### src/rtl/tri_voice_pkg.sv
// Shared constants and lookup functions for the triangle tone channel.
// Assumes a 5-bit sequence step and a 4-bit sample.
package tri_voice_pkg;

    localparam int TRI_STEP_W   = 5;
    localparam int TRI_SAMPLE_W = 4;
    localparam int TRI_IDX_W    = 5;
    localparam int TRI_LEN_W    = 8;

    // Length-table lookup: 5-bit index to a count of half frames.
    function automatic logic [TRI_LEN_W-1:0] len_lookup(input logic [TRI_IDX_W-1:0] idx);
        logic [TRI_LEN_W-1:0] v;
        case (idx)
            5'd0:  v = 8'd10;   5'd1:  v = 8'd254;  5'd2:  v = 8'd20;   5'd3:  v = 8'd2;
            5'd4:  v = 8'd40;   5'd5:  v = 8'd4;    5'd6:  v = 8'd80;   5'd7:  v = 8'd6;
            5'd8:  v = 8'd160;  5'd9:  v = 8'd8;    5'd10: v = 8'd60;   5'd11: v = 8'd10;
            5'd12: v = 8'd14;   5'd13: v = 8'd12;   5'd14: v = 8'd26;   5'd15: v = 8'd14;
            5'd16: v = 8'd12;   5'd17: v = 8'd16;   5'd18: v = 8'd24;   5'd19: v = 8'd18;
            5'd20: v = 8'd48;   5'd21: v = 8'd20;   5'd22: v = 8'd96;   5'd23: v = 8'd22;
            5'd24: v = 8'd192;  5'd25: v = 8'd24;   5'd26: v = 8'd72;   5'd27: v = 8'd26;
            5'd28: v = 8'd16;   5'd29: v = 8'd28;   5'd30: v = 8'd32;   default: v = 8'd30;
        endcase
        return v;
    endfunction

    // Folded triangle: first half counts down, second half counts up.
    function automatic logic [TRI_SAMPLE_W-1:0] tri_level(input logic [TRI_STEP_W-1:0] step);
        return step[TRI_STEP_W-1] ? step[TRI_SAMPLE_W-1:0] : ~step[TRI_SAMPLE_W-1:0];
    endfunction

endpackage

### src/rtl/tri_period_timer.sv
// Period register and down-counter. Emits reload_pulse on a tick that finds
// the counter at zero. A high-byte write reloads the counter at once.
// Assumes PERIOD_W > DATA_W.
module tri_period_timer #(
    parameter int PERIOD_W = 11,
    parameter int DATA_W   = 8
) (
    input  logic              clk,
    input  logic              rst_n,
    input  logic              tick,
    input  logic              wr_lo,
    input  logic              wr_hi,
    input  logic [DATA_W-1:0] data,
    output logic              reload_pulse
);
    localparam int HI_W = PERIOD_W - DATA_W;

    logic [PERIOD_W-1:0] period_q, period_nx, cnt_q;

    // Merge byte writes into the next period value.
    always_comb begin
        period_nx = period_q;
        if (wr_lo) period_nx[DATA_W-1:0] = data;
        if (wr_hi) period_nx[PERIOD_W-1:DATA_W] = data[HI_W-1:0];
    end

    // Hold the programmed period.
    always_ff @(posedge clk) begin
        if (!rst_n) period_q <= '0;
        else        period_q <= period_nx;
    end

    // Count down on ticks; reload on expiry or on a high-byte write.
    always_ff @(posedge clk) begin
        if (!rst_n)                 cnt_q <= '0;
        else if (wr_hi)             cnt_q <= period_nx;
        else if (tick && cnt_q == 0) cnt_q <= period_q;
        else if (tick)              cnt_q <= cnt_q - 1'b1;
    end

    assign reload_pulse = tick && (cnt_q == 0) && !wr_hi;
endmodule

### src/rtl/tri_linear_gate.sv
// Linear counter with its reload flag and control bit. It is updated on
// quarter-frame strobes. Assumes data bit LIN_W is the control bit.
module tri_linear_gate #(
    parameter int LIN_W = 7
) (
    input  logic             clk,
    input  logic             rst_n,
    input  logic             wr_ctl,
    input  logic             wr_hi,
    input  logic [LIN_W:0]   data,
    input  logic             qtr,
    output logic             ctrl,
    output logic             flag,
    output logic [LIN_W-1:0] reload_val,
    output logic [LIN_W-1:0] lin,
    output logic             nonzero
);
    // Capture the reload value and control bit.
    always_ff @(posedge clk) begin
        if (!rst_n) begin
            reload_val <= '0;
            ctrl       <= 1'b0;
        end else if (wr_ctl) begin
            reload_val <= data[LIN_W-1:0];
            ctrl       <= data[LIN_W];
        end
    end

    // Reload flag: set by a high-byte write, dropped after a quarter frame when control is 0.
    always_ff @(posedge clk) begin
        if (!rst_n)             flag <= 1'b0;
        else if (wr_hi)         flag <= 1'b1;
        else if (qtr && !ctrl)  flag <= 1'b0;
    end

    // Quarter-frame update of the linear counter.
    always_ff @(posedge clk) begin
        if (!rst_n)              lin <= '0;
        else if (qtr && flag)    lin <= reload_val;
        else if (qtr && lin != 0) lin <= lin - 1'b1;
    end

    assign nonzero = (lin != 0);
endmodule

### src/rtl/tri_length_gate.sv
// Channel enable and length counter. The counter loads from the table only
// while the channel is enabled, is cleared by a disable, and counts down on
// half frames unless halted.
module tri_length_gate
    import tri_voice_pkg::*;
#(
    parameter int LEN_W = TRI_LEN_W,
    parameter int IDX_W = TRI_IDX_W
) (
    input  logic             clk,
    input  logic             rst_n,
    input  logic             en_wr,
    input  logic             en_val,
    input  logic             load,
    input  logic [IDX_W-1:0] idx,
    input  logic             half,
    input  logic             halt,
    output logic             enabled,
    output logic [LEN_W-1:0] len,
    output logic             nonzero
);
    // Channel enable register.
    always_ff @(posedge clk) begin
        if (!rst_n)     enabled <= 1'b0;
        else if (en_wr) enabled <= en_val;
    end

    // Length counter: disable clears, load when enabled, count down on half frames.
    always_ff @(posedge clk) begin
        if (!rst_n)                          len <= '0;
        else if (en_wr && !en_val)           len <= '0;
        else if (load && enabled)            len <= LEN_W'(len_lookup(TRI_IDX_W'(idx)));
        else if (half && !halt && len != 0)  len <= len - 1'b1;
    end

    assign nonzero = (len != 0);
endmodule

### src/rtl/tri_step_seq.sv
// 32-step sequencer and sample mapping. Steps on advance; the sample reads 0
// while the channel is disabled.
module tri_step_seq
    import tri_voice_pkg::*;
#(
    parameter int STEP_W   = TRI_STEP_W,
    parameter int SAMPLE_W = TRI_SAMPLE_W
) (
    input  logic                clk,
    input  logic                rst_n,
    input  logic                advance,
    input  logic                enabled,
    output logic [STEP_W-1:0]   step,
    output logic [SAMPLE_W-1:0] sample
);
    // Step position, wrapping naturally at the top.
    always_ff @(posedge clk) begin
        if (!rst_n)       step <= '0;
        else if (advance) step <= step + 1'b1;
    end

    // Map the step to a level and gate it with the enable.
    always_comb begin
        sample = enabled ? SAMPLE_W'(tri_level(TRI_STEP_W'(step))) : '0;
    end
endmodule

### src/rtl/tri_voice.sv
// Triangle tone channel top. It decodes the three register strobes and joins
// the timer, the two gating counters and the sequencer.
// Assumes one-cycle strobes, all synchronous to clk.
module tri_voice #(
    parameter int DATA_W   = 8,
    parameter int PERIOD_W = 11,
    parameter int STEP_W   = 5,
    parameter int SAMPLE_W = 4,
    parameter int LEN_W    = 8
) (
    input  logic                clk,
    input  logic                rst_n,
    input  logic                wr_ctl,
    input  logic                wr_plo,
    input  logic                wr_phi,
    input  logic [DATA_W-1:0]   wr_data,
    input  logic                en_wr,
    input  logic                en_val,
    input  logic                tick,
    input  logic                qtr,
    input  logic                half,
    output logic [SAMPLE_W-1:0] sample
);
    localparam int HI_W  = PERIOD_W - DATA_W;
    localparam int IDX_W = DATA_W - HI_W;
    localparam int LIN_W = DATA_W - 1;

    logic              reload_pulse;
    logic              ctrl_q, flag_q, lin_nz, len_nz, enabled_q, advance;
    logic [LIN_W-1:0]  rld_val_q, lin_q;
    logic [LEN_W-1:0]  len_q;
    logic [STEP_W-1:0] step_q;

    tri_period_timer #(.PERIOD_W(PERIOD_W), .DATA_W(DATA_W)) u_timer (
        .clk(clk), .rst_n(rst_n), .tick(tick), .wr_lo(wr_plo), .wr_hi(wr_phi),
        .data(wr_data), .reload_pulse(reload_pulse)
    );

    tri_linear_gate #(.LIN_W(LIN_W)) u_lin (
        .clk(clk), .rst_n(rst_n), .wr_ctl(wr_ctl), .wr_hi(wr_phi), .data(wr_data),
        .qtr(qtr), .ctrl(ctrl_q), .flag(flag_q), .reload_val(rld_val_q),
        .lin(lin_q), .nonzero(lin_nz)
    );

    tri_length_gate #(.LEN_W(LEN_W), .IDX_W(IDX_W)) u_len (
        .clk(clk), .rst_n(rst_n), .en_wr(en_wr), .en_val(en_val), .load(wr_phi),
        .idx(wr_data[DATA_W-1:HI_W]), .half(half), .halt(ctrl_q),
        .enabled(enabled_q), .len(len_q), .nonzero(len_nz)
    );

    // Step only when the timer reloads and both gates are open.
    assign advance = reload_pulse && lin_nz && len_nz;

    tri_step_seq #(.STEP_W(STEP_W), .SAMPLE_W(SAMPLE_W)) u_seq (
        .clk(clk), .rst_n(rst_n), .advance(advance), .enabled(enabled_q),
        .step(step_q), .sample(sample)
    );
endmodule

### config.mk
export PLATFORM = sky130hd
export DESIGN_NAME = tri_voice
export DESIGN_NICKNAME = d
export VERILOG_FILES = /design/src/rtl/tri_voice_pkg.sv /design/src/rtl/tri_period_timer.sv /design/src/rtl/tri_linear_gate.sv /design/src/rtl/tri_length_gate.sv /design/src/rtl/tri_step_seq.sv /design/src/rtl/tri_voice.sv
export SDC_FILE = /design/constraint.sdc
export NUM_CORES = 1
export LEC_CHECK = 0
export BUFFER_PORTS_ARGS = -buffer_cell sky130_fd_sc_hd__buf_2
export CORE_AREA = 2 2 84 86
export CTS_CLUSTER_SIZE = 28
export DETAILED_ROUTE_END_ITERATION = 8
export DIE_AREA = 0 0 86 88
export PLACE_DENSITY = 0.72
export SLEW_MARGIN = 40
export SYNTH_ARGS = -nofsm -noshare
export SYNTH_HDL_FRONTEND = slang
export SYNTH_SLANG_ARGS = --single-unit
export TNS_END_PERCENT = 20
### constraint.sdc
create_clock -name clk -period 2.4 [get_ports clk]
set_input_delay 0.24 -clock clk [delete_from_list [all_inputs] [get_ports clk]]
set_output_delay 0.24 -clock clk [all_outputs]
set_load 0.02 [all_outputs]
* Word level (Yosys, flattened, before mapping)
Memory sizes are Yosys's and may differ from the RTL's.
Cells that the tools add are included.
** Word-level totals
- Bits in registers :: 52
- Memory bits (read-only) :: 224
- Input bits :: 18
- Output and inout bits :: 4
- Word-level logic and storage cells :: 51
- Memories kept :: 1
** Operators by class
- Add/sub/neg operators :: 4
- Muxes and demuxes :: 13
- Bitwise gates (word level) :: 2
- Reductions and logical operators :: 22
** Memories
- (no name shown) :: words 32, width 7, read ports 1, clocked after Yosys merged registers in 0, wr ports 0, RTL line tri_voice_pkg.sv:13 : case (idx)
** Operators by type and width (count)
- $mux W11 :: 3
- $mux W8 :: 3
- $mux W7 :: 2
- $logic_and A1 B1 Y1 :: 11
- $logic_not A11 Y1 :: 1
- $sub A11 B1 Y11 const B :: 1
- $mux W4 :: 2
- $reduce_bool A8 Y1 :: 1
- $sub A8 B1 Y8 const B :: 1
- $reduce_bool A7 Y1 :: 1
- $sub A7 B1 Y7 const B :: 1
- $reduce_bool A2 Y1 :: 3
- $add A5 B1 Y5 const B :: 1
- $not A4 Y4 :: 1
- $logic_not A1 Y1 :: 3
- $mux W3 :: 1
- $reduce_bool A3 Y1 :: 1
- $mux W1 :: 2
- $reduce_or A2 Y1 :: 1
- $not A1 Y1 :: 1

* Longest topological paths before layout
- Depth in word-level cells :: 5
- Depth in mapped cells :: 7
- Mapped depth without buffers :: 6

* Hierarchy
Synthesis repeated with hierarchy kept, for this count alone.
** Second synthesis, totals
- Cells, all modules :: 367
- Area, all modules :: 3309.4 um^2
** By module, submodules not included
- tri_period_timer :: instances 1, cells each 146, area each 1315.0 um^2, sequential area each 440.4 um^2
- tri_length_gate :: instances 1, cells each 101, area each 885.8 um^2, sequential area each 180.2 um^2
- tri_linear_gate :: instances 1, cells each 89, area each 813.3 um^2, sequential area each 320.3 um^2
- tri_step_seq :: instances 1, cells each 30, area each 289.0 um^2, sequential area each 100.1 um^2
- tri_voice :: instances 1, cells each 1, area each 6.3 um^2, sequential area each 0.0 um^2

* Worst setup path after synthesis
Ideal clock, no wire load.
- Path type :: reg2reg
- Start point :: register u_timer.cnt_q[0]
- End point :: register u_timer.cnt_q[0]
- Setup time :: 0.138 ns
- Arrival :: 1.638 ns
- Required time :: 2.262 ns
- Path slack :: 0.624 ns
- Cell stages (with the launch flop) :: 8
- Buffers on the path :: 1
- Period minus slack after synthesis :: 1.776 ns
- Cell sequence :: dfxtp_1 > inv_1 > ha_1 > and3b_1 > and4b_1 > clkbuf_2 > a2111oi_0 > a311oi_1
** Between the ends
- Word-level cells in the longest chain between the ends :: 4
- Elaborated cells between the ends (all ways) :: 7
- Those cells by class :: add/sub (1); mux (3); reduce/logical (3)
** Ends and longest elaborated chain
- start: declaration :: RTL line tri_period_timer.sv:18 : logic [PERIOD_W-1:0] period_q, period_nx, cnt_q;
- start signal: assignment :: RTL line tri_period_timer.sv:36 : else if (wr_hi) cnt_q <= period_nx;
- start signal: assignment :: RTL line tri_period_timer.sv:37 : else if (tick && cnt_q == 0) cnt_q <= period_q;
- start signal: assignment :: RTL line tri_period_timer.sv:38 : else if (tick) cnt_q <= cnt_q - 1'b1;
- $sub A11 B1 Y11 / $logic_not A11 Y1 (equally long branches) :: RTL line tri_period_timer.sv:38, tri_period_timer.sv:37
- $mux W11 / $logic_and A1 B1 Y1 (equally long branches) :: RTL line tri_period_timer.sv:38, tri_period_timer.sv:37
- $mux W11 :: RTL line tri_period_timer.sv:37
- $mux W11 :: RTL line tri_period_timer.sv:36
Parallel ways exist; a longest one is shown, timed or not. The select of a mux whose other input is x is not followed.
A chain may end at the register's enable or synchronous reset.

* Worst setup path after layout
- Start point :: register u_lin.lin[0]
- End point :: register u_seq.step[2]
** Between the ends
- Word-level cells in the longest chain between the ends :: 3
** Ends and longest elaborated chain
- start: declaration :: RTL line tri_linear_gate.sv:15 : output logic [LIN_W-1:0] lin,
- start signal: assignment :: RTL line tri_linear_gate.sv:39 : else if (qtr && flag) lin <= reload_val;
- start signal: assignment :: RTL line tri_linear_gate.sv:40 : else if (qtr && lin != 0) lin <= lin - 1'b1;
- $reduce_bool A7 Y1 :: RTL line tri_linear_gate.sv:43 : assign nonzero = (lin != 0);
- $logic_and A1 B1 Y1 (2 in series) :: RTL line tri_voice.sv:52 : assign advance = reload_pulse && lin_nz && len_nz;
- end signal: assignment :: RTL line tri_step_seq.sv:19 : else if (advance) step <= step + 1'b1;
- end: declaration :: RTL line tri_step_seq.sv:13 : output logic [STEP_W-1:0] step,
Every way passes these cells.

==> key figures <==
Global routing
  • Tot GR Track Use: 19.9%
  • Largest net degree at the start of global routing: 24
  • First-pass GRT wire length: 12200 um
  • Vias in the first global route: 2613
  • Total congestion overflow: 0
  • Antenna violations before repair: 0

Floorplan
  • Die Area: 0.00757 mm2
  • Die Height: 88 um
  • Die W: 86 um
  • Std cell rows: 30
  • Core area: 0.00664 mm2
  • IO Count: 22
  • Initial core utilization: 48.3%

Cells and area
  • Syn-to-layout area delta: 7.68%
  • Fin area: 0.00345 mm2
  • Total of fill cells in the finished design: 615
  • Final Non-Filler Cells: 471
  • Final nets: 420
  • Most frequent cells in the layout: dfxtp_1, nor2_1, mux2i_1
  • Most common cell after layout, fill and taps aside: dfxtp_1
  • N_diodes: 0
  • Proportion of layout cells with a drive suffix above 1: 12.8%

Worst hold path
  • Hold Path Origin: en_wr
  • Worst Hold End: u_len.enabled$_SDFFE_PN0P_
  • HP Class: primary input to register
  • Hold Path Cell Cnt: 3

Placed design
  • Worst slack, placed: 0.415 ns
  • DP Area: 0.00336 mm2
  • Dpl cells: 463
  • Hpwl dp: 5250 um
  • Final Wtd Congestion: 0.896
  • I/O Buffers: 21

Timing
  • Hold_ws: 0.145 ns
  • Clk_skew: 0.00468 ns
  • Worst-Margin Slew: 0.693 ns
  • Worst setup margin: 0.376 ns
  • Fin crit share: 84.3%
  • Sum of negative setup slack: 0 ns
  • RSZ-0062 raised after global routing: false
  • Tmin final: 2.02 ns
  • Fmax: 494 MHz
  • Final Hold Viols: 0
  • # setup viols final: 0
  • Worst slew margin: 53.7%
  • Final slew viol count: 0

Routing
  • Vias post-DR: 2813
  • Final ANT Viol Nets: 0
  • Remaining DRCs: 0
  • Vias per cell: 5.97
  • Routed WL: 7320 um
  • WL per Instance: 15.5 um
  • Pre-Repair DR Iteration Count: 4
  • 1st-iter DRT viols: 300

Critical path
  • Cells on worst reg2reg path: 6
  • Reg-to-Reg Start: u_lin.lin[0]$_SDFFE_PN0P_
  • Critical Path RT: 2.62 ns
  • Worst EP arrival: 2.24 ns
  • Crit path launch type: register
  • R2R Path End: u_seq.step[2]$_SDFFE_PN0P_
  • R2r setup slk: 0.38 ns
  • Crit path kind: register to register
  • CP Capture Type: register
  • Critical path fanouts, max: 8

Clocking
  • Clk_lat worst skew: 0.31 ns
  • Resized Gates After CTS: 0
  • CTS tree: done
  • Clock input transition at the sequential cells of the worst setup and hold paths: 0.10 ns
  • Root buffer cell: clkbuf_8
  • Sink Count: 52
  • TritonCTS Buffers: 5
  • Clock Tree Buf Depth: 2
  • Hold_buf cts: 0
  • H-Tree Depth: 2
  • Post-CTS Setup Bufs: 0

Power and ir drop
  • VDD IR-drop max: 0.281 mV
  • PwrDens: 686 mW/mm2
  • Leak: 1.39 nW

Logic synthesis
  • Synth Register Bits: 52
  • Synthesized cell area: 0.00321 mm2
  • Cells after Synth: 380
  • FFs w/ async S/R, synth: 0%
  • Leading area contributor after synthesis: dfxtp_1
  • Yosys cell types: 64
  • Synth warnings: 0
  • Share of the synthesized area in the top cell type: 32.4%
  • Synth Net Count: 410
  • Top post-synthesis cells by area: dfxtp_1, mux2i_1, ha_1
  • Synth Flop Type: dfxtp_1
  • Post-synth EDFFs: 0
  • Register area share after synthesis: 32.4%
  • Post-synthesis average cell area: 8.44 um2

Run
  • MaxCap Viol Count: 0

Outcome
  • Status: finished, final reports clean
-- final cells by class --
cell class                      count  area [um2]  share of cell area [%]
Clock buffer                        6        82.6                    2.39
Clock inverter                      2        13.8                   0.398
Inverter                           20        75.1                    2.17
Multi-Input combinational cell    285        2000                    57.9
Sequential cell                    52        1040                    30.1
Tap cell                           80         100                    2.90
Timing Repair Buffer               26         143                    4.13
-- cell usage after synthesis (7+ instances only) --
cell / count
dfxtp_1: 52
inv_1: 20
a31oi_1: 7
xnor2_1: 8
ha_1: 12
clkbuf_1: 16
nand3_1: 8
nand2b_1: 9
and3_1: 7
o21ai_0: 18
a21oi_1: 19
nand2_1: 20
o311ai_0: 8
mux2i_1: 27
nor2_1: 38
-- worst max-delay path, cell delays in order, from the launching register on --
cell	delay [ns]
dfxtp_1	0.34
inv_1	0.08
ha_1	0.19
or3b_2	0.52
o21ai_1	0.50
o311ai_0	0.21
o41ai_1	0.09
-- layer usage --
metal	wire [um]	GRT usage (%)	vias up	part of all wire, %
met2	3570	34.2	60	49
met4	59	5.77	0	0.81
met1	3340	25.2	1334	46
met3	349	4.05	5	4.8
met5	0	0	-	0
li1	-	-	1414	-
-- worst max path at each step --
stage                             startpoint                            end
6_report           u_lin.lin[0]$_SDFFE_PN0P_     u_seq.step[2]$_SDFFE_PN0P_
5_1_grt            u_lin.lin[0]$_SDFFE_PN0P_     u_seq.step[1]$_SDFFE_PN0P_
4_1_cts            u_lin.lin[0]$_SDFFE_PN0P_     u_seq.step[2]$_SDFFE_PN0P_
3_5_place_dp       u_lin.lin[0]$_SDFFE_PN0P_     u_seq.step[0]$_SDFFE_PN0P_
3_3_place_gp       u_lin.lin[0]$_SDFFE_PN0P_     u_seq.step[3]$_SDFFE_PN0P_
2_1_floorplan  u_timer.cnt_q[0]$_SDFFE_PN0P_  u_timer.cnt_q[0]$_SDFFE_PN0P_
-- logic make-up (layout without fill, tap and decap cells) --
group / count (synthesis) / count (layout) / share of synthesized area [%]
simple gates: 136 / 136 / 24.1
fa+ha+maj: 12 / 12 / 4.68
xor+xnor: 10 / 10 / 2.73
compound gates: 98 / 98 / 21.7
flops: 52 / 52 / 32.4
buf+inv: 43 / 54 / 5.23
mux: 29 / 29 / 9.13
-- flip-flops by register name, indices dropped and copies added (netlist names) --
signal / cells
u_len.enabled: 1
u_timer.period_q: 11
u_lin.ctrl: 1
u_timer.cnt_q: 11
u_lin.lin: 7
u_lin.reload_val: 7
u_lin.flag: 1
u_seq.step: 5
u_len.len: 8
-- power by group --
| part | internal (mW) | switching (mW) |
|---|---|---|
| sequential | 0.950 | 0.0964 |
| combinational | 0.343 | 0.432 |
| clock | 0.237 | 0.310 |
| total | 1.53 | 0.838 |
-- metrics by stage --
step | util [%] | total power [mW]
final | 52.0 | 2.37
after global routing | 52.0 | 2.52
after CTS | 52.0 | 2.38
after detailed placement | 50.5 | 1.83
after global placement | 50.5 | 1.80
after floorplan | - | 1.66
Note: power is estimated with default switching activity, not from simulation.
